$ cat src/rtl/uart_pkg.sv
package uart_pkg;
  localparam int DATA_W = 8;
  localparam int REG_W  = 32;

  localparam logic [1:0] RSEL_DATA = 2'd0;
  localparam logic [1:0] RSEL_STAT = 2'd1;
  localparam logic [1:0] RSEL_CTRL = 2'd2;
  localparam logic [1:0] RSEL_DIV  = 2'd3;

  localparam int ST_RDY     = 0;
  localparam int ST_SHEMPTY = 1;
  localparam int ST_TEMPTY  = 2;
  localparam int ST_BRK     = 3;
  localparam int ST_OVR     = 4;
  localparam int ST_PAR     = 5;
  localparam int ST_FRM     = 6;
  localparam int ST_THALF   = 7;
  localparam int ST_RHALF   = 8;
  localparam int ST_TFULL   = 9;
  localparam int ST_RFULL   = 10;
  localparam int ST_TCNT    = 20;
  localparam int ST_RCNT    = 26;
  localparam int CNT_FLD_W  = 6;

  localparam int CT_RXEN  = 0;
  localparam int CT_TXEN  = 1;
  localparam int CT_RXIE  = 2;
  localparam int CT_TXIE  = 3;
  localparam int CT_ODD   = 4;
  localparam int CT_PAREN = 5;
  localparam int CT_LOOP  = 7;
  localparam int CT_TLIE  = 9;
  localparam int CT_RLIE  = 10;

  typedef struct packed {
    logic rl_ie;
    logic tl_ie;
    logic loop;
    logic par_en;
    logic par_odd;
    logic tx_ie;
    logic rx_ie;
    logic tx_en;
    logic rx_en;
  } ctrl_t;

  typedef enum logic [2:0] {
    RX_IDLE, RX_START, RX_DATA, RX_PAR, RX_STOP, RX_WAITHI
  } rx_state_e;
endpackage

$ cat src/rtl/uart_fifo.sv
module uart_fifo #(
  parameter int W     = 8,
  parameter int DEPTH = 32,
  localparam int AW   = $clog2(DEPTH),
  localparam int CW   = $clog2(DEPTH) + 1
) (
  input  logic          clk,
  input  logic          rst_n,
  input  logic          in_valid,
  output logic          in_ready,
  input  logic [W-1:0]  in_data,
  output logic          out_valid,
  input  logic          out_ready,
  output logic [W-1:0]  out_data,
  output logic [CW-1:0] count
);
  logic [W-1:0]  mem [DEPTH];
  logic [AW-1:0] wp, rp;
  logic          do_push, do_pop;

  assign in_ready  = count < CW'(DEPTH);
  assign out_valid = count != '0;
  assign out_data  = mem[rp];
  assign do_push   = in_valid && in_ready;
  assign do_pop    = out_valid && out_ready;

  function automatic logic [AW-1:0] nxt(input logic [AW-1:0] p);
    return (p == AW'(DEPTH - 1)) ? '0 : p + 1'b1;
  endfunction

  always_ff @(posedge clk or negedge rst_n) begin
    if (!rst_n) begin
      wp    <= '0;
      rp    <= '0;
      count <= '0;
    end else begin
      if (do_push) wp <= nxt(wp);
      if (do_pop)  rp <= nxt(rp);
      if (do_push && !do_pop)      count <= count + 1'b1;
      else if (do_pop && !do_push) count <= count - 1'b1;
    end
  end

  always_ff @(posedge clk) begin
    if (do_push) mem[wp] <= in_data;
  end

  AST_COUNT_STEP: assert property (@(posedge clk) disable iff (!rst_n)
    (count == $past(count)) || (count == $past(count) + 1'b1) || (count == $past(count) - 1'b1))
    else $error("fifo count jumped");
  AST_NO_OVERFLOW: assert property (@(posedge clk) disable iff (!rst_n)
    (count == CW'(DEPTH) && in_valid && !out_ready) |=> count == CW'(DEPTH))
    else $error("fifo overflowed");
endmodule

$ cat src/rtl/uart_baud.sv
module uart_baud #(
  parameter int SCALE_W = 12
) (
  input  logic               clk,
  input  logic               rst_n,
  input  logic [SCALE_W-1:0] scale,
  output logic               tick
);
  logic [SCALE_W-1:0] cnt;
  logic               wrap;

  assign wrap = (scale != '0) && (cnt >= scale - 1'b1);

  always_ff @(posedge clk or negedge rst_n) begin
    if (!rst_n) begin
      cnt  <= '0;
      tick <= 1'b0;
    end else begin
      tick <= wrap;
      if (scale == '0 || wrap) cnt <= '0;
      else                     cnt <= cnt + 1'b1;
    end
  end

  AST_SCALE_ZERO_NO_TICK: assert property (@(posedge clk) disable iff (!rst_n)
    (scale == '0) |=> !tick) else $error("tick with divider 0");
endmodule

$ cat src/rtl/uart_tx.sv
module uart_tx #(
  parameter int OSR = 8,
  localparam int SW = $clog2(OSR)
) (
  input  logic       clk,
  input  logic       rst_n,
  input  logic       tick,
  input  logic       en,
  input  logic       par_en,
  input  logic       par_odd,
  input  logic       in_valid,
  output logic       in_ready,
  input  logic [7:0] in_data,
  output logic       line,
  output logic       busy,
  output logic       done
);
  localparam int FL = 11;
  logic [FL-1:0] sh;
  logic [SW-1:0] sub;
  logic [3:0]    bitn, last;
  logic          pbit;

  assign in_ready = en && !busy;
  assign line     = busy ? sh[0] : 1'b1;
  assign pbit     = par_odd ? ~(^in_data) : ^in_data;

  always_ff @(posedge clk or negedge rst_n) begin
    if (!rst_n) begin
      busy <= 1'b0;
      done <= 1'b0;
      sh   <= '1;
      sub  <= '0;
      bitn <= '0;
      last <= '0;
    end else begin
      done <= 1'b0;
      if (!busy) begin
        if (in_valid && en) begin
          busy <= 1'b1;
          sub  <= '0;
          bitn <= '0;
          if (par_en) begin
            sh   <= {1'b1, pbit, in_data, 1'b0};
            last <= 4'd10;
          end else begin
            sh   <= {2'b11, in_data, 1'b0};
            last <= 4'd9;
          end
        end
      end else if (tick) begin
        if (sub == SW'(OSR - 1)) begin
          sub <= '0;
          sh  <= {1'b1, sh[FL-1:1]};
          if (bitn == last) begin
            busy <= 1'b0;
            done <= 1'b1;
          end else begin
            bitn <= bitn + 1'b1;
          end
        end else begin
          sub <= sub + 1'b1;
        end
      end
    end
  end

  AST_START_LOW: assert property (@(posedge clk) disable iff (!rst_n)
    $rose(busy) |-> !line) else $error("frame did not open low");
endmodule

$ cat src/rtl/uart_rx.sv
module uart_rx import uart_pkg::*; #(
  parameter int OSR = 8,
  localparam int SW = $clog2(OSR)
) (
  input  logic       clk,
  input  logic       rst_n,
  input  logic       tick,
  input  logic       en,
  input  logic       par_en,
  input  logic       par_odd,
  input  logic       line,
  output logic       push_valid,
  output logic [7:0] push_data,
  output logic       brk,
  output logic       perr,
  output logic       ferr
);
  rx_state_e     st;
  logic [SW-1:0] sub;
  logic [2:0]    bitn;
  logic [7:0]    data;
  logic          pbit, at_end;

  assign at_end = tick && (sub == SW'(OSR - 1));

  always_ff @(posedge clk or negedge rst_n) begin
    if (!rst_n) begin
      st <= RX_IDLE;
      sub <= '0;
      bitn <= '0;
      data <= '0;
      pbit <= 1'b0;
      push_valid <= 1'b0;
      push_data <= '0;
      brk <= 1'b0;
      perr <= 1'b0;
      ferr <= 1'b0;
    end else begin
      push_valid <= 1'b0;
      brk <= 1'b0;
      perr <= 1'b0;
      ferr <= 1'b0;
      if (!en) begin
        st <= RX_IDLE;
      end else begin
        unique case (st)
          RX_IDLE: if (tick && !line) begin
            st  <= RX_START;
            sub <= '0;
          end
          RX_START: if (tick) begin
            if (sub == SW'(OSR / 2 - 1)) begin
              sub  <= '0;
              bitn <= '0;
              st   <= line ? RX_IDLE : RX_DATA;
            end else begin
              sub <= sub + 1'b1;
            end
          end
          RX_DATA: if (at_end) begin
            sub  <= '0;
            data <= {line, data[7:1]};
            bitn <= bitn + 1'b1;
            if (bitn == 3'd7) st <= par_en ? RX_PAR : RX_STOP;
          end else if (tick) begin
            sub <= sub + 1'b1;
          end
          RX_PAR: if (at_end) begin
            sub  <= '0;
            pbit <= line;
            st   <= RX_STOP;
          end else if (tick) begin
            sub <= sub + 1'b1;
          end
          RX_STOP: if (at_end) begin
            sub <= '0;
            if (!line && data == '0) begin
              brk <= 1'b1;
            end else begin
              push_valid <= 1'b1;
              push_data  <= data;
              ferr       <= !line;
              perr       <= par_en && (pbit != (par_odd ? ~(^data) : ^data));
            end
            st <= line ? RX_IDLE : RX_WAITHI;
          end else if (tick) begin
            sub <= sub + 1'b1;
          end
          RX_WAITHI: if (line) st <= RX_IDLE;
          default: st <= RX_IDLE;
        endcase
      end
    end
  end

  AST_BREAK_NO_PUSH: assert property (@(posedge clk) disable iff (!rst_n)
    brk |-> !push_valid) else $error("break stored a byte");
endmodule

$ cat src/rtl/fifo_uart.sv
module fifo_uart import uart_pkg::*; #(
  parameter int DEPTH   = 32,
  parameter int SCALE_W = 12,
  parameter int OSR     = 8
) (
  input  logic        clk,
  input  logic        rst_n,
  input  logic        reg_sel,
  input  logic        reg_wr,
  input  logic [3:0]  reg_addr,
  input  logic [31:0] reg_wdata,
  output logic [31:0] reg_rdata,
  output logic        txd,
  input  logic        rxd,
  output logic        irq
);
  localparam int CW   = $clog2(DEPTH) + 1;
  localparam int HALF = DEPTH / 2;

  ctrl_t              ctrl;
  logic [SCALE_W-1:0] scale;
  logic               f_brk, f_ovr, f_par, f_frm;
  logic [1:0]         rsel;
  logic               wr_data, rd_data, wr_stat, wr_ctrl, wr_div;

  assign rsel    = reg_addr[3:2];
  assign wr_data = reg_sel && reg_wr && rsel == RSEL_DATA;
  assign rd_data = reg_sel && !reg_wr && rsel == RSEL_DATA;
  assign wr_stat = reg_sel && reg_wr && rsel == RSEL_STAT;
  assign wr_ctrl = reg_sel && reg_wr && rsel == RSEL_CTRL;
  assign wr_div  = reg_sel && reg_wr && rsel == RSEL_DIV;

  // transmit path
  logic          tq_in_ready, tq_valid, tq_ready;
  logic [7:0]    tq_data;
  logic [CW-1:0] tq_cnt;
  logic          tick, tx_line, tx_busy, tx_done;

  uart_fifo #(.W(DATA_W), .DEPTH(DEPTH)) u_txq (
    .clk(clk), .rst_n(rst_n),
    .in_valid(wr_data), .in_ready(tq_in_ready), .in_data(reg_wdata[7:0]),
    .out_valid(tq_valid), .out_ready(tq_ready), .out_data(tq_data),
    .count(tq_cnt));

  uart_baud #(.SCALE_W(SCALE_W)) u_baud (
    .clk(clk), .rst_n(rst_n), .scale(scale), .tick(tick));

  uart_tx #(.OSR(OSR)) u_tx (
    .clk(clk), .rst_n(rst_n), .tick(tick), .en(ctrl.tx_en),
    .par_en(ctrl.par_en), .par_odd(ctrl.par_odd),
    .in_valid(tq_valid), .in_ready(tq_ready), .in_data(tq_data),
    .line(tx_line), .busy(tx_busy), .done(tx_done));

  // receive path
  logic          s1, s2, rx_src;
  logic          rx_pv, rx_brk, rx_perr, rx_ferr;
  logic [7:0]    rx_pd;
  logic          rq_in_ready, rq_valid;
  logic [7:0]    rq_data;
  logic [CW-1:0] rq_cnt;

  assign rx_src = ctrl.loop ? tx_line : rxd;
  assign txd    = ctrl.loop ? 1'b1 : tx_line;

  always_ff @(posedge clk or negedge rst_n) begin
    if (!rst_n) begin
      s1 <= 1'b1;
      s2 <= 1'b1;
    end else begin
      s1 <= rx_src;
      s2 <= s1;
    end
  end

  uart_rx #(.OSR(OSR)) u_rx (
    .clk(clk), .rst_n(rst_n), .tick(tick), .en(ctrl.rx_en),
    .par_en(ctrl.par_en), .par_odd(ctrl.par_odd), .line(s2),
    .push_valid(rx_pv), .push_data(rx_pd),
    .brk(rx_brk), .perr(rx_perr), .ferr(rx_ferr));

  uart_fifo #(.W(DATA_W), .DEPTH(DEPTH)) u_rxq (
    .clk(clk), .rst_n(rst_n),
    .in_valid(rx_pv), .in_ready(rq_in_ready), .in_data(rx_pd),
    .out_valid(rq_valid), .out_ready(rd_data), .out_data(rq_data),
    .count(rq_cnt));

  // registers and sticky flags
  always_ff @(posedge clk or negedge rst_n) begin
    if (!rst_n) begin
      ctrl  <= '0;
      scale <= '0;
      f_brk <= 1'b0;
      f_ovr <= 1'b0;
      f_par <= 1'b0;
      f_frm <= 1'b0;
      irq   <= 1'b0;
    end else begin
      if (wr_ctrl) begin
        ctrl.rx_en   <= reg_wdata[CT_RXEN];
        ctrl.tx_en   <= reg_wdata[CT_TXEN];
        ctrl.rx_ie   <= reg_wdata[CT_RXIE];
        ctrl.tx_ie   <= reg_wdata[CT_TXIE];
        ctrl.par_odd <= reg_wdata[CT_ODD];
        ctrl.par_en  <= reg_wdata[CT_PAREN];
        ctrl.loop    <= reg_wdata[CT_LOOP];
        ctrl.tl_ie   <= reg_wdata[CT_TLIE];
        ctrl.rl_ie   <= reg_wdata[CT_RLIE];
      end
      if (wr_div) scale <= reg_wdata[SCALE_W-1:0];
      f_brk <= rx_brk  || (f_brk && !(wr_stat && !reg_wdata[ST_BRK]));
      f_ovr <= (rx_pv && !rq_in_ready) || (f_ovr && !(wr_stat && !reg_wdata[ST_OVR]));
      f_par <= (rx_perr && rq_in_ready) || (f_par && !(wr_stat && !reg_wdata[ST_PAR]));
      f_frm <= (rx_ferr && rq_in_ready) || (f_frm && !(wr_stat && !reg_wdata[ST_FRM]));
      irq   <= (ctrl.rx_ie && rx_pv && rq_in_ready) || (ctrl.tx_ie && tx_done)
            || (ctrl.tl_ie && tq_cnt < CW'(HALF)) || (ctrl.rl_ie && rq_cnt >= CW'(HALF));
    end
  end

  logic [31:0] stat_w, ctrl_w;
  always_comb begin
    stat_w = '0;
    stat_w[ST_RDY]     = rq_valid;
    stat_w[ST_SHEMPTY] = !tx_busy;
    stat_w[ST_TEMPTY]  = tq_cnt == '0;
    stat_w[ST_BRK]     = f_brk;
    stat_w[ST_OVR]     = f_ovr;
    stat_w[ST_PAR]     = f_par;
    stat_w[ST_FRM]     = f_frm;
    stat_w[ST_THALF]   = tq_cnt >= CW'(HALF);
    stat_w[ST_RHALF]   = rq_cnt >= CW'(HALF);
    stat_w[ST_TFULL]   = tq_cnt == CW'(DEPTH);
    stat_w[ST_RFULL]   = rq_cnt == CW'(DEPTH);
    stat_w[ST_TCNT +: CNT_FLD_W] = CNT_FLD_W'(tq_cnt);
    stat_w[ST_RCNT +: CNT_FLD_W] = CNT_FLD_W'(rq_cnt);
    ctrl_w = '0;
    ctrl_w[CT_RXEN]  = ctrl.rx_en;
    ctrl_w[CT_TXEN]  = ctrl.tx_en;
    ctrl_w[CT_RXIE]  = ctrl.rx_ie;
    ctrl_w[CT_TXIE]  = ctrl.tx_ie;
    ctrl_w[CT_ODD]   = ctrl.par_odd;
    ctrl_w[CT_PAREN] = ctrl.par_en;
    ctrl_w[CT_LOOP]  = ctrl.loop;
    ctrl_w[CT_TLIE]  = ctrl.tl_ie;
    ctrl_w[CT_RLIE]  = ctrl.rl_ie;
  end

  always_comb begin
    unique case (rsel)
      RSEL_DATA: reg_rdata = rq_valid ? {24'd0, rq_data} : '0;
      RSEL_STAT: reg_rdata = stat_w;
      RSEL_CTRL: reg_rdata = ctrl_w;
      default:   reg_rdata = 32'(scale);
    endcase
  end

  logic unused_bits;
  assign unused_bits = ^{reg_addr[1:0], reg_wdata[31:11], tq_in_ready};

  AST_OVR_SET: assert property (@(posedge clk) disable iff (!rst_n)
    (rx_pv && !rq_in_ready) |=> f_ovr) else $error("overrun not flagged");
  AST_RXLVL_IRQ: assert property (@(posedge clk) disable iff (!rst_n)
    (ctrl.rl_ie && rq_cnt >= CW'(HALF)) |=> irq) else $error("level irq missing");
endmodule

$ cat config.mk
export PLATFORM = sky130hd
export DESIGN_NAME = fifo_uart
export DESIGN_NICKNAME = d
export VERILOG_FILES = /design/src/rtl/uart_pkg.sv /design/src/rtl/uart_fifo.sv /design/src/rtl/uart_baud.sv /design/src/rtl/uart_tx.sv /design/src/rtl/uart_rx.sv /design/src/rtl/fifo_uart.sv
export SDC_FILE = /design/constraint.sdc
export NUM_CORES = 1
export LEC_CHECK = 0
export BUFFER_PORTS_ARGS = -buffer_cell sky130_fd_sc_hd__buf_2
export CAP_MARGIN = 20
export CORE_MARGIN = 2
export CORE_UTILIZATION = 50
export CTS_CLUSTER_SIZE = 16
export DETAILED_ROUTE_END_ITERATION = 10
export GPL_TIMING_DRIVEN = 0
export PLACE_DENSITY_LB_ADDON = 0.15
export SLEW_MARGIN = 20
export SYNTH_ARGS = -nofsm -noshare
export SYNTH_HDL_FRONTEND = slang
export SYNTH_SLANG_ARGS = --single-unit
$ cat constraint.sdc
create_clock -name clk -period 3.33 [get_ports clk]
set_clock_uncertainty 0.15 [all_clocks]
set_input_delay 0.333 -clock clk [delete_from_list [all_inputs] [get_ports clk]]
set_output_delay 0.333 -clock clk [all_outputs]
set_load 0.01 [all_outputs]
# After elaboration in Yosys (flattened, before gate mapping)
# Memory sizes are Yosys's and may differ from the RTL's.
# Cells that the tools add are included.
# W data, S select, Z words.
[word_totals]
register_bits = 127
ram_bits = 512
out_inout_bits = 34
elab_cells = 274
mem_count = 2
[op_classes]
add_sub_neg = 14
order_cmp = 6
n_eq_ne = 36
n_mux = 83
bitwise_logic = 4
n_reduce_logical = 88
[mem_list]
columns = ["memory", "words", "width", "read_ports", "rd_clocked_by_memory_dff", "write_ports", "line_no", "text"]
rows = [
  ["u_rxq.mem", 32, 8, 1, 0, 1, "uart_fifo.sv:17", "logic [W-1:0] mem [DEPTH];"],
  ["u_txq.mem", 32, 8, 1, 0, 1, "uart_fifo.sv:17", ""],
]
[op_table]
columns = ["cell", "n"]
rows = [
  ["$pmux W32 S3", 1],
  ["$mux W3", 23],
  ["$mux W11", 4],
  ["$logic_and A1 B1 Y1", 38],
  ["$mux W1", 34],
  ["$mux W6", 4],
  ["$add A5 B1 Y5 const B", 4],
  ["$eq A5 B5 Y1 const B", 4],
  ["$mux W4", 5],
  ["$mux W5", 4],
  ["$ne A3 B2 Y1 const B", 6],
  ["$pmux W3 S6", 1],
  ["$logic_not A1 Y1", 16],
  ["$reduce_xor A8 Y1", 2],
  ["$eq A3 B3 Y1 const B", 5],
  ["$add A12 B1 Y12 const B", 1],
  ["$add A6 B1 Y6 const B", 2],
  ["$eq A6 B6 Y1 const B", 2],
  ["$ge A12 B12 Y1", 1],
  ["$ge A6 B5 Y1 const B", 2],
  ["$logic_not A12 Y1", 1],
  ["$lt A6 B6 Y1 const B", 2],
  ["$mux W12", 1],
  ["$reduce_bool A12 Y1", 1],
  ["other kinds (35)", 67],
]

# Logic depth before layout (Yosys ltp)
# Gate-level depths: netlist of the first run.
[depth]
word_depth = 9
depth_mapped = 16

# Hierarchy
# From an unflattened synthesis of the first run, not the netlist that was laid out.
[unflattened]
cells_unflattened = 1692
area_unflattened_um2 = 27466.3
[modules_own_cells]
columns = ["mod", "instances", "cells_per_inst", "area_per_inst_um2", "seq_area_each_um2"]
rows = [
  ["uart_fifo (u_rxq)", 1, 582, 10995.5, 8087.8],
  ["uart_fifo (u_txq)", 1, 584, 10990.5, 8087.8],
  ["uart_rx", 1, 150, 1650.3, 750.7],
  ["fifo_uart", 1, 146, 1615.3, 703.2],
  ["uart_tx", 1, 113, 1176.1, 563.0],
  ["uart_baud", 1, 117, 1038.5, 325.3],
]

# Worst setup path after synthesis of the first run
# Ideal clock, no wire load.
[synth_timing]
path_kind = "reg-to-reg"
startpoint = "reg u_txq.count[0]"
endpoint = "reg u_txq.count[5]"
setup_ns = 0.123
arrival_time_ns = 3.257
required_time_ns = 3.057
path_slack_ns = -0.200
stages_incl_launch_ff = 17
n_path_buf = 1
cell_sequence = "dfrtp_1 or4_1 nand2b_1 nand2_1 nor2_1 inv_1 buf_1 ha_1 inv_1 ha_1 a21o_1 a21oi_1 o21bai_1 a21oi_1 xnor2_1 nor2_1 xnor2_1"
[synth_between]
elab_chain_cells = 5
elab_cells_between_ends = 13
classes_between = "2 x add/sub; 1 x order compare; 2 x mux; 8 x reduce/logical"
[synth_lines]
columns = ["item", "line_no", "text"]
rows = [
  ["start: declaration", "uart_fifo.sv:15", "output logic [CW-1:0] count"],
  ["start signal: assignment", "uart_fifo.sv:39", "if (do_push && !do_pop) count <= count + 1'b1;"],
  ["start signal: assignment", "uart_fifo.sv:40", "else if (do_pop && !do_push) count <= count - 1'b1;"],
  ["$lt A6 B6 Y1 / $reduce_bool A6 Y1 (equally long branches)", "uart_fifo.sv:21, uart_fifo.sv:22", ""],
  ["$logic_and A1 B1 Y1 (on tied branches)", "uart_fifo.sv:24, uart_fifo.sv:25", ""],
  ["$logic_not A1 Y1 (on tied branches)", "uart_fifo.sv:40, uart_fifo.sv:39", ""],
  ["$logic_and A1 B1 Y1 (on tied branches)", "uart_fifo.sv:40, uart_fifo.sv:39", ""],
  ["$reduce_bool A2 Y1 (no source line) / $mux W6 (equally long branches)", "-", ""],
]
# Parallel ways exist; a longest one is shown, timed or not. The select of a mux whose other input is x is not followed.
# A chain may end at the register's enable or synchronous reset.

# Worst setup path after layout of the first run
[layout_timing]
startpoint = "reg u_rxq.rp[0]"
endpoint = "out reg_rdata[0]"
[layout_between]
elab_chain_cells = 3
[layout_lines]
columns = ["item", "line_no", "text"]
rows = [
  ["start: declaration", "uart_fifo.sv:18", "logic [AW-1:0] wp, rp;"],
  ["start signal: assignment", "uart_fifo.sv:38", "if (do_pop) rp <= nxt(rp);"],
  ["$mem_v2 Z32 W8", "-", ""],
  ["$mux W8", "fifo_uart.sv:149", "RSEL_DATA: reg_rdata = rq_valid ? {24'd0, rq_data} : '0;"],
  ["$pmux W32 S3", "fifo_uart.sv:148", "unique case (rsel)"],
  ["end: declaration", "fifo_uart.sv:12", "output logic [31:0] reg_rdata,"],
]
# Every way passes these cells.

==> summary.json, run 1 <==
{
  "timing_hold_violations_final": 0,
  "cpLargestDelayFamily": "multiplexers",
  "gr-usage-met2_pct": 39.8,
  "track_usage_pct": 23.4,
  "antenna_violations_before_repair": 2,
  "place_area_mm2": 0.0281,
  "gr-max-usage-layer": "met2",
  "ys.warnings.count": 0,
  "timing_max_transition_violations_final": 0,
  "post_synth_num_cell_types": 65,
  "synth_edf_count": 512,
  "data_arrival_critical_path_ns": 3.21,
  "leakagePower_nw": 10.3,
  "synth_area_leaders": "sky130_fd_sc_hd__edfxtp_1 57%, sky130_fd_sc_hd__mux4_2 11%, sky130_fd_sc_hd__dfrtp_1 11%",
  "synth_seq_area_share_pct": 68.8,
  "synthArstFlopShare_pct": 19.6,
  "detailroute.via_count": 15000,
  "final_routed_wire_length_divided_by_cell_count_um": 25.4,
  "worstSetupPathType": "register to output port",
  "clock_tree.root_cell": "sky130_fd_sc_hd__clkbuf_16",
  "biggest_fanout_along_the_worst_timing_path": 5,
  "timing.final.crit_period_ns": 3.69,
  "layout.core_utilization_pct": 58.6,
  "layout_common_cells": "512 x sky130_fd_sc_hd__edfxtp_1, 131 x sky130_fd_sc_hd__mux4_2, 128 x sky130_fd_sc_hd__nor2_1, 106 x sky130_fd_sc_hd__nand2_1, 100 x sky130_fd_sc_hd__dfrtp_1",
  "area_growth_syn_to_layout_pct": 16.5,
  "fin_hold_ws_ns": 0.114,
  "status": "complete, but fails checks",
  "first_iter_violations": 1259,
  "clk_pin_slew_ns": 0.06,
  "violations_in_the_final_reports": "setup timing",
  "vdd_drop_max_uv": 659,
  "die_h_um": 236,
  "post-route-cell-area_mm2": 0.0313,
  "post-place-ws_ns": -0.847,
  "synthFlopType": "sky130_fd_sc_hd__edfxtp_1",
  "clkSinkCount": 637,
  "placement_rows": 85,
  "clock.fmax_ghz": 0.271,
  "max-slew-margin-rel_pct": 23.5,
  "worst_skew_pair.late_latency_ns": 0.59,
  "synth.ff_latch_count": 637,
  "tritoncts.num_buffers": 67,
  "routed_wire_length_mm": 64.7,
  "synth_area_per_cell_um2": 16.6,
  "synth_top_area_share_pct": 57.1,
  "hold_path.class": "input port to register",
  "ant_nets": 0,
  "grt_pass1_vias": 15000,
  "fp.dieArea_mm2": 0.0557,
  "worstSetupStartpointType": "register",
  "initial_cell_density_of_the_core_pct": 50.3,
  "cts.path.max_buffers": 3,
  "gr-usage-met1_pct": 30.5,
  "netlist_area_mm2": 0.0269,
  "drt_drc_violations_left": 0,
  "synthCells": 1623,
  "ios": 75,
  "layout.nets": 1894,
  "buffers_and_inverters_on_the_worst_path": 4,
  "gp_congestion": 0.869,
  "final_critical_path_setup_slack_ns": -0.360,
  "timing.final.crit_share_pct": 111,
  "dp_hpwl_mm": 42.7,
  "insertedDiodeCount": 0,
  "tritoncts": "built",
  "pin_count_of_the_biggest_net_entering_global_routing": 66,
  "grt_pass1_wl_mm": 95.6,
  "cts_htree_levels": 3,
  "setup_repair_after_global_routing_missed_its_margin": "true",
  "io_buffer_count": 42,
  "groute.layer.met3.usage_pct": 3.86,
  "critPathCaptureType": "output port",
  "fin_total_pwr_w": 0.0202,
  "max_stage_delay_ns": 0.52,
  "worstMarginPinSlew_ns": 1.15,
  "core_area_mm2": 0.0535,
  "critPathSlowestCell": "sky130_fd_sc_hd__mux4_2",
  "drv.max_cap_violation_count": 0,
  "drt_pass1_iterations": 5,
  "detail_route.vias_per_cell": 5.88,
  "timing.critical_path.cells": "buf_12, buf_12, buf_4, mux4_2, mux4_2, a211oi_2, a21oi_1, nor2_1, nor2_2, buf_2",
  "synthDominantAreaCellType": "sky130_fd_sc_hd__edfxtp_1",
  "grt_remaining_overflow": 0,
  "setup_viol": 8,
  "layout-drive-gt1-share_pct": 25.4,
  "power_density_mw_per_mm2": 644,
  "final_common_cell": "sky130_fd_sc_hd__edfxtp_1",
  "timing.critical_path.required_ns": 2.85,
  "floorplan.die.width_um": 236
}
-- state kept, by name, summed over array words and instances, names as in the netlist, 3 cells and up --
register        flops
u_tx.bitn           4
u_rx.data           8
u_rxq.wp            5
u_rx.push_data      8
u_rxq.rp            5
u_rxq.mem         256
u_rx.bitn           3
u_tx.last           3
u_tx.sub            3
u_txq.wp            5
u_rxq.count         6
scale              12
u_txq.count         6
u_rx.sub            3
u_rx.st             3
u_baud.cnt         12
u_txq.rp            5
u_txq.mem         256
ctrl                9
u_tx.sh            10
-- worst register-to-register path, cell delays in order (launching register included) --
cell	delay, ns
sky130_fd_sc_hd__dfrtp_1	0.37
sky130_fd_sc_hd__buf_6	0.18
sky130_fd_sc_hd__buf_12	0.15
sky130_fd_sc_hd__buf_16	0.14
sky130_fd_sc_hd__buf_16	0.15
sky130_fd_sc_hd__mux4_2	0.52
sky130_fd_sc_hd__mux2i_2	0.22
sky130_fd_sc_hd__o32a_1	0.25
sky130_fd_sc_hd__o211ai_1	0.14
sky130_fd_sc_hd__buf_4	0.19
sky130_fd_sc_hd__xnor2_1	0.13
sky130_fd_sc_hd__xnor2_1	0.22
sky130_fd_sc_hd__xnor2_1	0.09
sky130_fd_sc_hd__o32a_1	0.29
-- routing by layer --
layer | routed length (um) | vias up | part of all wire, %
li1 | - | 6614 | -
met1 | 26500 | 7769 | 41
met2 | 32400 | 471 | 50
met3 | 3260 | 126 | 5.0
met4 | 2500 | 2 | 3.9
met5 | 11 | - | 0.017
-- layout make-up --
class	instances	area, um^2
buffer	81	741
clock buffer	92	1870
clock inverter	30	289
fill	4034	22200
inverter	41	156
multi-input combinational	870	8090
sequential	637	18500
tap	696	871
timing repair buffer	101	803
-- Yosys cell counts, types with 18 or more instances --
library cell	n
sky130_fd_sc_hd__buf_4	19
sky130_fd_sc_hd__o22ai_1	18
sky130_fd_sc_hd__inv_1	38
sky130_fd_sc_hd__mux2i_1	37
sky130_fd_sc_hd__xnor2_1	31
sky130_fd_sc_hd__a21oi_1	41
sky130_fd_sc_hd__nor2_1	130
sky130_fd_sc_hd__o21ai_0	64
sky130_fd_sc_hd__nand2_1	108
sky130_fd_sc_hd__nand3_1	25
sky130_fd_sc_hd__ha_1	52
sky130_fd_sc_hd__edfxtp_1	512
sky130_fd_sc_hd__mux2_2	36
sky130_fd_sc_hd__clkbuf_1	42
sky130_fd_sc_hd__dfrtp_1	113
sky130_fd_sc_hd__mux4_2	129
-- power breakdown --
part	switching, W	leakage (nW)	internal (W)
Combinational	0.00181	3.54	0.00182
Clock	0.00300	1.05	0.00438
Sequential	0.000289	5.68	0.00889
Total	0.00510	10.3	0.0151
-- metrics by stage --
step | instances | setup TNS (ns)
2_1_floorplan | 1630 | 0
3_3_place_gp | 2368 | -7.90
3_5_place_dp | 2369 | -8.59
4_1_cts | 2515 | -2.34
5_1_grt | 2548 | -3.00
6_report | 2548 | -2.42
-- logic make-up after synthesis --
| kind of cell | after synthesis | synth area share (%) |
|---|---|---|
| and+or+nand+nor | 363 | 6.14 |
| buffers and inverters | 123 | 2.10 |
| DFF | 637 | 68.8 |
| xor gates and xnor gates | 50 | 1.71 |
| other | 1 | 0.0139 |
| muxes | 211 | 14.5 |
| AOI/OAI and AO/OA | 184 | 4.14 |
| adders and majority gates | 54 | 2.57 |
-- final timing paths --
kind                       slack [ns]              to         from  depth (start not counted)
setup reg to reg                 0.05      u_tx.sh[9]  u_txq.rp[0]                         13
hold reg to reg                  0.22              s2           s1                          0
setup / recovery                -0.36    reg_rdata[0]  u_rxq.rp[0]                         10
hold / removal                   0.11       scale[11]      reg_sel                          3
max in group asynchronous        2.17              s2        rst_n                          3
min in group asynchronous        0.14  u_rxq.count[3]        rst_n                          2
-- what timing repair did --
action,4_1_cts,5_1_grt
endpoints found under the hold margin,120,0
pin swaps,11,15
gates resized for setup,138,53
setup buffers,18,32
hold buffers,6,0
endpoints found under the setup margin,17,21
cloned,1,1
Power figures use the tool's default switching activity.
==> inputs of run 2 (changes only) <==
--- a/config.mk
+++ b/config.mk
@@ -7,8 +7,10 @@
 export LEC_CHECK = 0
 export BUFFER_PORTS_ARGS = -buffer_cell sky130_fd_sc_hd__buf_2
 export CAP_MARGIN = 20
+export CELL_PAD_IN_SITES_DETAIL_PLACEMENT = 0
+export CELL_PAD_IN_SITES_GLOBAL_PLACEMENT = 2
 export CORE_MARGIN = 2
-export CORE_UTILIZATION = 50
+export CORE_UTILIZATION = 42
 export CTS_CLUSTER_SIZE = 16
 export DETAILED_ROUTE_END_ITERATION = 10
 export GPL_TIMING_DRIVEN = 0
@@ -16,4 +18,5 @@
 export SLEW_MARGIN = 20
 export SYNTH_ARGS = -nofsm -noshare
 export SYNTH_HDL_FRONTEND = slang
+export SYNTH_HIERARCHICAL = 1
 export SYNTH_SLANG_ARGS = --single-unit
==> summary.json, run 2 <==
{
  "clock.fmax": {"value": 0.278, "unit": "GHz", "change": "+2.8%"},
  "drv.max_cap_violation_count": {"value": 0, "change": "unchanged"},
  "synth_commonest_cells": "512 x sky130_fd_sc_hd__edfxtp_1, 123 x sky130_fd_sc_hd__nor2_1, 113 x sky130_fd_sc_hd__dfrtp_1",
  "timing.final.crit_share": {"value": 108, "unit": "%", "change": "-3.0 points"},
  "multiInputGateArea": {"value": 0.00869, "unit": "mm^2", "change": "+7.5%"},
  "synthArstFlopShare": {"value": 19.6, "unit": "%", "change": "unchanged"},
  "leakagePower": {"value": 10.9, "unit": "nW", "change": "+5.8%"},
  "floorplan.die.width": {"value": 260, "unit": "um", "change": "+10%"},
  "placement_rows": {"value": 93, "change": "+9.4%"},
  "drt_pass1_iterations": {"value": 5, "change": "unchanged"},
  "antenna_violations_before_repair": {"value": 1, "change": "-1"},
  "first_iter_violations": {"value": 1295, "change": "+2.9%"},
  "io_buffer_count": {"value": 43, "change": "+2.4%"},
  "worstMarginPinSlew": {"value": 1.03, "unit": "ns", "change": "-0.119 ns"},
  "insertedDiodeCount": {"value": 0, "change": "unchanged"},
  "power_density": {"value": 719, "unit": "mW/mm^2", "change": "+12%"},
  "cell_internal_pwr": {"value": 0.0166, "unit": "W", "change": "+10%"},
  "setup_viol": {"value": 8, "change": "unchanged"},
  "worst_skew_pair.late_latency": {"value": 0.61, "unit": "ns", "change": "+0.02 ns"},
  "drt_drc_violations_left": {"value": 0, "change": "unchanged"},
  "worstSetupPathType": "register to output port",
  "cts_htree_levels": {"value": 3, "change": "unchanged"},
  "synth_area_per_cell": {"value": 16.2, "unit": "um^2", "change": "-2.1%"},
  "post_synth_num_cell_types": {"value": 88, "change": "+35%"},
  "tritoncts": "built",
  "gp_congestion": {"value": 0.772, "change": "-11%"},
  "clk_pin_slew": {"value": 0.06, "unit": "ns", "change": "about the same"},
  "track_usage": {"value": 20.1, "unit": "%", "change": "-3.3 points"},
  "power.share.switching": {"value": 28.5, "unit": "%", "change": "+3.2 points"},
  "fp.dieArea": {"value": 0.0675, "unit": "mm^2", "change": "+21%"},
  "fillerInstances": {"value": 5428, "change": "+35%"},
  "clock_tree.root_cell": "sky130_fd_sc_hd__clkbuf_16",
  "netlist_area": {"value": 0.0275, "unit": "mm^2", "change": "+2.1%"},
  "initial_cell_density_of_the_core": {"value": 42.5, "unit": "%", "change": "-7.8 points"},
  "dp_hpwl": {"value": 44.2, "unit": "mm", "change": "+3.6%"},
  "clkSinkCount": {"value": 637, "change": "unchanged"},
  "p_seq_share": {"value": 40.6, "unit": "%", "change": "-4.9 points"},
  "detailroute.via_count": {"value": 15400, "change": "+2.8%"},
  "area_growth_syn_to_layout_pct": 17.5,
  "yosys.cell_count.top_type": "sky130_fd_sc_hd__edfxtp_1",
  "ios": {"value": 75, "change": "unchanged"},
  "tritoncts.num_buffers": {"value": 70, "change": "+4.5%"},
  "post-place-ws": {"value": -0.564, "unit": "ns", "change": "+0.282 ns"},
  "synthDominantAreaCellType": "sky130_fd_sc_hd__edfxtp_1",
  "final_critical_path_setup_slack": {"value": -0.261, "unit": "ns", "change": "+0.0990 ns"},
  "layout_top_registers": "u_rxq/mem (256), u_txq/mem (256)",
  "data_arrival_critical_path": {"value": 3.11, "unit": "ns", "change": "-0.10 ns"},
  "clkPwrFrac": {"value": 35.0, "unit": "%", "change": "-1.6 points"},
  "ant_nets": {"value": 0, "change": "unchanged"},
  "final_common_cell": "sky130_fd_sc_hd__edfxtp_1",
  "violations_in_the_final_reports": "setup timing",
  "synth_top_area_share": {"value": 56.0, "unit": "%", "change": "-1.2 points"},
  "timing_max_transition_violations_final": {"value": 0, "change": "unchanged"},
  "synth_area_leaders": "sky130_fd_sc_hd__edfxtp_1 56%, sky130_fd_sc_hd__dfrtp_1 10%, sky130_fd_sc_hd__mux4_2 6.6%",
  "dp.cells": {"value": 2598, "change": "+9.7%"},
  "die_h": {"value": 260, "unit": "um", "change": "+10%"},
  "setup_repair_after_global_routing_missed_its_margin": "true",
  "cts.path.max_buffers": {"value": 3, "change": "unchanged"},
  "layout.core_utilization": {"value": 50.0, "unit": "%", "change": "-8.6 points"},
  "grt_pass1_wl": {"value": 99.6, "unit": "mm", "change": "+4.2%"},
  "layout-drive-gt1-share": {"value": 26.4, "unit": "%", "change": "+0.99 points"},
  "synthFlopType": "sky130_fd_sc_hd__edfxtp_1",
  "grt_pass1_vias": {"value": 15400, "change": "+2.8%"},
  "ys.warnings.count": {"value": 6, "change": "+6"},
  "worstSetupStartpointType": "register",
  "timing.final.crit_period": {"value": 3.59, "unit": "ns", "change": "-0.0990 ns"},
  "layout.nets": {"value": 1951, "change": "+3.0%"},
  "seqCellArea": {"value": 0.0185, "unit": "mm^2", "change": "about the same"},
  "synth.ff_latch_count": {"value": 637, "change": "unchanged"},
  "vdd_drop_max": {"value": 332, "unit": "uV", "change": "-50%"},
  "detail_route.vias_per_cell": {"value": 5.57, "change": "-5.3%"},
  "synth_edf_count": {"value": 512, "change": "unchanged"},
  "pin_count_of_the_biggest_net_entering_global_routing": {"value": 68, "change": "+3.0%"},
  "timing_hold_violations_final": {"value": 0, "change": "unchanged"},
  "core_area": {"value": 0.0646, "unit": "mm^2", "change": "+21%"},
  "instances_no_fill": {"value": 2766, "change": "+8.6%"},
  "final_routed_wire_length_divided_by_cell_count": {"value": 24.3, "unit": "um", "change": "-4.4%"},
  "status": "complete, but fails checks",
  "max-slew-margin-rel": {"value": 31.2, "unit": "%", "change": "+7.6 points"},
  "biggest_fanout_along_the_worst_timing_path": {"value": 4, "change": "-1"},
  "p_sw": {"value": 0.00660, "unit": "W", "change": "+29%"},
  "layout_common_cells": "512 x sky130_fd_sc_hd__edfxtp_1, 121 x sky130_fd_sc_hd__nor2_1, 103 x sky130_fd_sc_hd__dfrtp_1, 87 x sky130_fd_sc_hd__mux4_2, 81 x sky130_fd_sc_hd__nand2_1",
  "setup_total_negative_slack": {"value": -1.81, "unit": "ns", "change": "+0.612 ns"},
  "p_comb_share": {"value": 24.4, "unit": "%", "change": "+6.4 points"},
  "routed_wire_length": {"value": 67.1, "unit": "mm", "change": "+3.8%"},
  "hold_path.class": "input port to register",
  "timing.critical_path.required": {"value": 2.85, "unit": "ns", "change": "about the same"},
  "grt_remaining_overflow": {"value": 0, "change": "unchanged"},
  "synthCells": {"value": 1692, "change": "+4.3%"},
  "critPathCaptureType": "output port",
  "synth_seq_area_share": {"value": 67.4, "unit": "%", "change": "-1.4 points"}
}
[run 2: cell types whose count changed after synthesis, moves of 15 or more]
cell / previous run / this run
sky130_fd_sc_hd__mux2i_1: 37 / 82
sky130_fd_sc_hd__nand2_1: 108 / 81
sky130_fd_sc_hd__o221ai_1: 0 / 16
sky130_fd_sc_hd__a22o_1: 3 / 18
sky130_fd_sc_hd__buf_2: 5 / 30
sky130_fd_sc_hd__a21oi_1: 41 / 62
sky130_fd_sc_hd__mux2_4: 1 / 18
sky130_fd_sc_hd__clkbuf_1: 42 / 21
sky130_fd_sc_hd__mux4_2: 129 / 81
sky130_fd_sc_hd__o21ai_0: 64 / 44
[run 2: kinds of logic (layout without fill, tap and decap cells)]
family,count (synthesis),count (layout),synth area share (%)
AND/OR/NAND/NOR,355,355,6.53
flip-flops,637,637,67.4
buffers and inverters,138,350,2.87
adder cells (fa/ha/maj),57,57,2.65
AO/OA/AOI/OAI,245,245,6.20
multiplexers,218,218,13.0
XOR/XNOR,41,41,1.36
other,1,8,0.0137
[run 2: worst paths after layout]
check                            startpoint  slack [ns]      endpoint  cells past startpoint
worst max-delay path            u_rxq/rp[0]       -0.26  reg_rdata[3]                     10
worst min-delay path            reg_addr[2]        0.03      scale[7]                      3
worst max register to register  u_txq/rp[0]        0.11    u_tx/sh[9]                     10
worst min register to register           s1        0.21            s2                      0
max in group asynchronous             rst_n        2.10    u_tx/sh[7]                      3
min in group asynchronous             rst_n        0.14   u_rx/sub[2]                      2
[run 2: power by group through the flow]
| stage | logic (W) | clock network (W) | registers [W] |
|---|---|---|---|
| 2_1_floorplan | 0.00347 | 0 | 0.00936 |
| 3_3_place_gp | 0.00479 | 0 | 0.00954 |
| 3_5_place_dp | 0.00485 | 0 | 0.00956 |
| 4_1_cts | 0.00533 | 0.00831 | 0.00942 |
| 5_1_grt | 0.00610 | 0.00863 | 0.00948 |
| 6_report | 0.00567 | 0.00811 | 0.00942 |
[run 2: metal layers]
layer	up-vias	global-route usage [%]	share of wire, %	wire [um]
met4	0	5.81	1.9	1270
met2	424	29.9	44	29800
met1	8007	29.9	48	32000
met5	-	0	0	0
met3	72	4.27	5.9	3980
li1	6903	-	-	-
[run 2: worst max-delay path, cell delays in order (launching register included)]
cell and delay, ns:
sky130_fd_sc_hd__dfrtp_1 0.37, sky130_fd_sc_hd__buf_6 0.15, sky130_fd_sc_hd__buf_12 0.12, sky130_fd_sc_hd__buf_12 0.10
sky130_fd_sc_hd__mux4_2 0.52, sky130_fd_sc_hd__a22o_4 0.27, sky130_fd_sc_hd__a2111oi_4 0.28, sky130_fd_sc_hd__a21oi_2 0.12
sky130_fd_sc_hd__a221oi_1 0.26, sky130_fd_sc_hd__a21oi_1 0.11, sky130_fd_sc_hd__buf_2 0.19
[run 2: through the flow]
step / power (W) / cell area (um^2) / hold slack, ns
3_5_place_dp: 0.0144 / 28800 / 0.197
2_1_floorplan: 0.0128 / 27500 / -0.113
6_report: 0.0232 / 32300 / 0.0316
5_1_grt: 0.0242 / 32300 / 0.0568
3_3_place_gp: 0.0143 / 28800 / 0.203
4_1_cts: 0.0231 / 31800 / 0.00591
[run 2: area by class of cell]
cell class,instances,area share (%)
plain buffers,89,2.21
clock buffers,94,6.09
clock inverters,36,1.44
inverters,45,0.535
multi-input cells,924,26.9
flip-flops and latches,637,57.4
well taps,855,3.32
repair buffers,86,2.04
[run 2: timing repair]
| action | in CTS | in global routing |
|---|---|---|
| setup buffers | 10 | 24 |
| hold buffers | 8 | 0 |
| resized for setup | 86 | 48 |
| cloned | 0 | 1 |
| pin swaps | 23 | 18 |
| endpoints found under the hold margin | 75 | 0 |
| setup endpoints to repair | 18 | 14 |
